**config.mk**
```make
export PLATFORM = sky130hd
export DESIGN_NAME = tier_route_sel
export DESIGN_NICKNAME = d
export VERILOG_FILES = /design/src/rtl/tier_route_pkg.sv /design/src/rtl/tier_id_split.sv /design/src/rtl/tier_uplink_map.sv /design/src/rtl/tier_mode_decide.sv /design/src/rtl/tier_route_sel.sv
export SDC_FILE = /design/constraint.sdc
export NUM_CORES = 1
export LEC_CHECK = 0
export BUFFER_PORTS_ARGS = -buffer_cell sky130_fd_sc_hd__buf_4
export CORE_AREA = 4 4 41 43
export DETAILED_ROUTE_END_ITERATION = 10
export DIE_AREA = 0 0 45 47
export GPL_TIMING_DRIVEN = 1
export SLEW_MARGIN = 30
export SYNTH_ARGS = -nofsm -noshare
export SYNTH_HDL_FRONTEND = slang
export SYNTH_SLANG_ARGS = --single-unit
```
**constraint.sdc**
```tcl
create_clock -name clk -period 1.5 [get_ports clk]
set_input_delay 0.3 -clock clk [delete_from_list [all_inputs] [get_ports clk]]
set_output_delay 0.3 -clock clk [all_outputs]
set_load 0.05 [all_outputs]
```
**src/rtl/tier_route_pkg.sv**
```systemverilog
// Shared types for the two-tier route decision.
// Assumes a 2-bit mode tag is enough for the four routing stages.
package tier_route_pkg;

    typedef enum logic [1:0] {
        MODE_LOCAL   = 2'd0,
        MODE_TO_HUB  = 2'd1,
        MODE_UPPER   = 2'd2,
        MODE_DESCEND = 2'd3
    } route_mode_e;

endpackage

```
**src/rtl/tier_id_split.sv**
```systemverilog
// Splits current and destination node ids into section and local index,
// and flags section match and hub position.
// Assumes ids are {section, local} with the section in the high bits.
module tier_id_split #(
    parameter int NUM_SEC   = 4,
    parameter int SEC_NODES = 16,
    parameter int HUB_IDX   = 0
) (
    input  logic [$clog2(NUM_SEC)+$clog2(SEC_NODES)-1:0] cur_id_i,
    input  logic [$clog2(NUM_SEC)+$clog2(SEC_NODES)-1:0] dst_id_i,
    output logic [$clog2(NUM_SEC)-1:0]                   cur_sec_o,
    output logic [$clog2(NUM_SEC)-1:0]                   dst_sec_o,
    output logic [$clog2(SEC_NODES)-1:0]                 dst_loc_o,
    output logic                                         same_sec_o,
    output logic                                         at_hub_o
);
    localparam int SEC_W = $clog2(NUM_SEC);
    localparam int LOC_W = $clog2(SEC_NODES);
    localparam int ID_W  = SEC_W + LOC_W;

    // Field extraction for both ids.
    assign cur_sec_o = cur_id_i[ID_W-1:LOC_W];
    assign dst_sec_o = dst_id_i[ID_W-1:LOC_W];
    assign dst_loc_o = dst_id_i[LOC_W-1:0];

    // Section comparison and hub detection.
    assign same_sec_o = (cur_id_i[ID_W-1:LOC_W] == dst_id_i[ID_W-1:LOC_W]);
    assign at_hub_o   = (cur_id_i[LOC_W-1:0] == LOC_W'(HUB_IDX));
endmodule

```
**src/rtl/tier_uplink_map.sv**
```systemverilog
// Maps a destination section to one of the NUM_SEC-1 hub-to-hub ports,
// skipping the hub's own section so the port codes stay dense.
// Assumes dst_sec differs from cur_sec when the result is used.
module tier_uplink_map #(
    parameter int NUM_SEC = 4
) (
    input  logic [$clog2(NUM_SEC)-1:0]                       cur_sec_i,
    input  logic [$clog2(NUM_SEC)-1:0]                       dst_sec_i,
    output logic [((NUM_SEC > 2) ? $clog2(NUM_SEC-1) : 1)-1:0] port_o
);
    localparam int SEC_W = $clog2(NUM_SEC);
    localparam int UPP_W = (NUM_SEC > 2) ? $clog2(NUM_SEC-1) : 1;

    logic [NUM_SEC-1:0] hit;
    logic [UPP_W-1:0]   code [NUM_SEC];

    // One candidate code per possible destination section.
    for (genvar s = 0; s < NUM_SEC; s++) begin : g_sec
        localparam int BELOW_CODE = s;
        localparam int ABOVE_CODE = (s > 0) ? s - 1 : 0;
        assign hit[s]  = (dst_sec_i == SEC_W'(s)) && (cur_sec_i != SEC_W'(s));
        assign code[s] = (SEC_W'(s) < cur_sec_i) ? UPP_W'(BELOW_CODE)
                                                 : UPP_W'(ABOVE_CODE);
    end

    // Merge the single selected candidate into the port code.
    always_comb begin
        port_o = '0;
        for (int s = 0; s < NUM_SEC; s++) begin
            if (hit[s]) port_o = port_o | code[s];
        end
    end
endmodule

```
**src/rtl/tier_mode_decide.sv**
```systemverilog
// Chooses the routing stage and effective local destination.
// Section match wins over hub position; only a hub with a foreign
// destination goes to the upper tier.
module tier_mode_decide #(
    parameter int SEC_NODES = 16,
    parameter int HUB_IDX   = 0,
    parameter int UPP_W     = 2
) (
    input  logic                          same_sec_i,
    input  logic                          at_hub_i,
    input  logic                          glob_i,
    input  logic [$clog2(SEC_NODES)-1:0]  dst_loc_i,
    input  logic [UPP_W-1:0]              map_port_i,
    output tier_route_pkg::route_mode_e   mode_o,
    output logic [$clog2(SEC_NODES)-1:0]  eff_dst_o,
    output logic [UPP_W-1:0]              up_port_o
);
    import tier_route_pkg::*;
    localparam int LOC_W = $clog2(SEC_NODES);

    // Stage selection with section match taking priority.
    always_comb begin
        mode_o    = MODE_LOCAL;
        eff_dst_o = dst_loc_i;
        up_port_o = '0;
        if (same_sec_i) begin
            mode_o = glob_i ? MODE_DESCEND : MODE_LOCAL;
        end else if (at_hub_i) begin
            mode_o    = MODE_UPPER;
            up_port_o = map_port_i;
        end else begin
            mode_o    = MODE_TO_HUB;
            eff_dst_o = LOC_W'(HUB_IDX);
        end
    end
endmodule

```
**src/rtl/tier_route_sel.sv**
```systemverilog
// Top of the two-tier route decision. Splits ids, maps the upper-tier
// port, decides the stage and registers the result for one cycle.
// Assumes a synchronous active-low reset; idle cycles hold the payload.
module tier_route_sel #(
    parameter int NUM_SEC   = 4,
    parameter int SEC_NODES = 16,
    parameter int HUB_IDX   = 0
) (
    input  logic                                         clk,
    input  logic                                         rst_n,
    input  logic                                         in_valid,
    input  logic [$clog2(NUM_SEC)+$clog2(SEC_NODES)-1:0] cur_id,
    input  logic [$clog2(NUM_SEC)+$clog2(SEC_NODES)-1:0] dst_id,
    input  logic                                         pkt_glob,
    output logic                                         out_valid,
    output logic [1:0]                                   out_mode,
    output logic [$clog2(SEC_NODES)-1:0]                 out_eff_dst,
    output logic [((NUM_SEC > 2) ? $clog2(NUM_SEC-1) : 1)-1:0] out_up_port
);
    import tier_route_pkg::*;
    localparam int SEC_W = $clog2(NUM_SEC);
    localparam int LOC_W = $clog2(SEC_NODES);
    localparam int UPP_W = (NUM_SEC > 2) ? $clog2(NUM_SEC-1) : 1;

    logic [SEC_W-1:0] cur_sec, dst_sec;
    logic [LOC_W-1:0] dst_loc, nxt_eff;
    logic             same_sec, at_hub;
    logic [UPP_W-1:0] map_port, nxt_port;
    route_mode_e      nxt_mode;

    tier_id_split #(
        .NUM_SEC(NUM_SEC), .SEC_NODES(SEC_NODES), .HUB_IDX(HUB_IDX)
    ) u_split (
        .cur_id_i(cur_id), .dst_id_i(dst_id),
        .cur_sec_o(cur_sec), .dst_sec_o(dst_sec), .dst_loc_o(dst_loc),
        .same_sec_o(same_sec), .at_hub_o(at_hub)
    );

    tier_uplink_map #(.NUM_SEC(NUM_SEC)) u_map (
        .cur_sec_i(cur_sec), .dst_sec_i(dst_sec), .port_o(map_port)
    );

    tier_mode_decide #(
        .SEC_NODES(SEC_NODES), .HUB_IDX(HUB_IDX), .UPP_W(UPP_W)
    ) u_decide (
        .same_sec_i(same_sec), .at_hub_i(at_hub), .glob_i(pkt_glob),
        .dst_loc_i(dst_loc), .map_port_i(map_port),
        .mode_o(nxt_mode), .eff_dst_o(nxt_eff), .up_port_o(nxt_port)
    );

    // Valid flag follows the request every cycle.
    always_ff @(posedge clk) begin
        if (!rst_n) out_valid <= 1'b0;
        else        out_valid <= in_valid;
    end

    // Payload registers load only on an accepted request.
    always_ff @(posedge clk) begin
        if (!rst_n) begin
            out_mode    <= 2'(MODE_LOCAL);
            out_eff_dst <= '0;
            out_up_port <= '0;
        end else if (in_valid) begin
            out_mode    <= 2'(nxt_mode);
            out_eff_dst <= nxt_eff;
            out_up_port <= nxt_port;
        end
    end
endmodule

```
==> flow_summary.yaml <==
cts:
  clk_latency_ns: 0.26
  htree_levels: 1
  clkSinkCount: 9
  cts_buffers: 3
  clk_path_buf_depth: 2
  cts_hold_buf: 0
  clkTransAtPathRegs_ns: 0.07
  cts_tree: "done"
  cts_resized: 0
  cts-root-buf: "clkbuf_4"
  post_cts_buffers: 0
cells_and_area:
  final_cells: 90
  nets: 92
  num_antenna_cells: 0
  drive_gt1_share_pct: 44.0
  syn2layout_area_growth_pct: 52.0
  utilization_pct: 50.9
  final_cell_area_sq_um: 662
  fillers: 148
yosys:
  synth_area_leader_cell: "dfxtp_1"
  yosysSeqAreaShare_pct: 41.4
  synth_top_area_share_pct: 41.4
  syn_avg_cell_area_sq_um: 9.07
  syn_area_sq_um: 435
  ys_types: 19
  synthTopCellsByArea: "dfxtp_1 41%, nand3_1 9.2%, o21ai_0 5.7%"
  ys_warn_count: 0
  syn_inst: 48
  synth-seq-cells: 9
  synth_nets: 64
grt:
  gr-total-overflow: 0
  grt_start_max_net_pins: 15
  grt_usage_pct: 11.1
  grt_pass1_wl_um: 1670
  grt_pass1_vias: 424
  antenna_found_initial: 0
timing:
  report.final.slew_viol_count: 0
  finalClockSkew_ns: 0
  tns_ns: 0
  grt_setup_unrepaired: "no"
  setup_viol: 0
  worst_slew_pin_slew_ns: 0.346
  maxSlewHeadroom_pct: 76.8
  finalCritPeriodShare_pct: 73.0
  clock.fmax_ghz: 0.913
  hold_viol: 0
  worst_slack_ns: 0.405
  fin_crit_ns: 1.10
  whs_ns: 0.313
power:
  p_per_area_nw_per_um2: 878
  pwr-share-clk_pct: 31.4
  pwr-share-seq_pct: 43.8
  internal-power_mw: 0.408
  power_frac_comb_pct: 24.8
  swShare_pct: 29.7
  p_leak_nw: 0.299
  p_switching_mw: 0.173
  peakVddDrop_v: 0.000348
  total_power_mw: 0.581
drt:
  dr.pass1.iters: 3
  wire_per_inst_um: 11.5
  wirelength_um: 1030
  drc: 0
  vias: 467
  drt_iter0_drc: 5
  ant_nets: 0
  vias_per_cell: 5.19
setup_path:
  cp_slowest_cell: "dfxtp_1"
  path_cells: "buf_4"
  max_stage_delay_ns: 0.34
  worstPathArrival_ns: 0.80
  required_ns: 1.20
  path_buf_inv: 1
  critPathTopFamily: "flip-flops"
  crit_type: "flip-flop to primary output"
  cp_max_fo: 2
  worst_setup_path_start_kind: "flip-flop"
  cp-end-kind: "primary output"
outcome:
  status: "finished, final reports clean"
floorplanning:
  fp.dieArea_sq_um: 2120
  fp-row-count: 13
  io_pins: 25
  chipWidth_um: 45
  die_y_um: 47
  core-area_sq_um: 1300
  start_util_pct: 33.5
place:
  dp_cells: 86
  placed_area_sq_um: 634
  port_buffers: 24
  hpwl_um: 820
  dp_slack_ns: 0.213
  place.gp.congestion: 0.661
job:
  drv_cap: 0
hold_path:
  hp-class: "primary input to flip-flop"
## cells in the mapped netlist (all sizes together)
| master | instances |
|---|---|
| clkbuf | 2 |
| nor3b | 1 |
| nand2 | 3 |
| and3b | 2 |
| and4b | 1 |
| o21ai | 5 |
| xnor2 | 2 |
| dfxtp | 9 |
| a211oi | 2 |
| o211ai | 1 |
| a21oi | 1 |
| o2111ai | 1 |
| nor4 | 1 |
| nand3 | 8 |
| a311o | 1 |
| and3 | 2 |
| nor3 | 1 |
| inv | 2 |
| a21boi | 3 |
## worst paths after layout
| kind | slack (ns) | cells after the start | from | endpoint |
|---|---|---|---|---|
| worst min register to register | 0.47 | 2 | out_eff_dst[2] | out_eff_dst[2] |
| worst max-delay path | 0.40 | 1 | out_mode[1] | out_mode[1] |
| worst min-delay path | 0.31 | 3 | dst_id[3] | out_eff_dst[3] |
| worst max register to register | 0.63 | 2 | out_mode[0] | out_mode[0] |
## area by class of cell
cell class / count / area (sq um) / share of cell area [%]
clock inverters: 1 / 5.00 / 0.756
inverters: 2 / 7.51 / 1.13
multi-input cells: 35 / 240 / 36.3
clock buffers: 3 / 22.5 / 3.40
repair buffers: 25 / 188 / 28.4
flip-flops and latches: 9 / 180 / 27.2
well taps: 15 / 18.8 / 2.84
## registers in the layout, indices dropped and copies added (netlist names)
signal and flops:
out_eff_dst 4, out_mode 2, out_up_port 2, out_valid 1
## layout by cell type (no fill, tap or decap)
cell and n:
dfxtp_1 9, a21boi_0 3, nor3b_1 1, o21ai_0 5
xnor2_1 2, nor4_4 1, buf_4 25, and4b_2 1
clkbuf_4 3, o211ai_1 1, nand3_1 8, a311o_1 1
nand2_1 3, clkinv_2 1, o2111ai_1 1, a211oi_1 2
inv_1 2, a21oi_1 1, nor3_1 1, and3_1 2
and3b_2 2
## per-layer routing
layer	share of wire [%]	wire [um]	track usage (%)	vias up
met5	0	0	0	-
li1	-	-	-	235
met1	44	452	12.4	211
met3	11	111	1.92	2
met4	1.8	19	10.5	0
met2	43	447	17.8	19
## power groups by stage
stage	Combinational (mW)	Clock [mW]	Sequential, mW
6_report	0.144	0.183	0.255
5_1_grt	0.154	0.210	0.256
4_1_cts	0.145	0.193	0.255
3_5_place_dp	0.145	0	0.260
3_3_place_gp	0.145	0	0.260
2_1_floorplan	0.0413	0	0.298
## cells by family (layout without fill, tap and decap cells)
group                     count (synthesis)  in the layout  share of synthesized area (%)
and+or+nand+nor                          19             19                           29.6
DFF                                       9              9                           41.4
xor gates and xnor gates                  2              2                           4.02
buffers and inverters                     4             31                           3.45
AOI/OAI and AO/OA                        14             14                           21.5
Power figures use the tool's default switching activity.
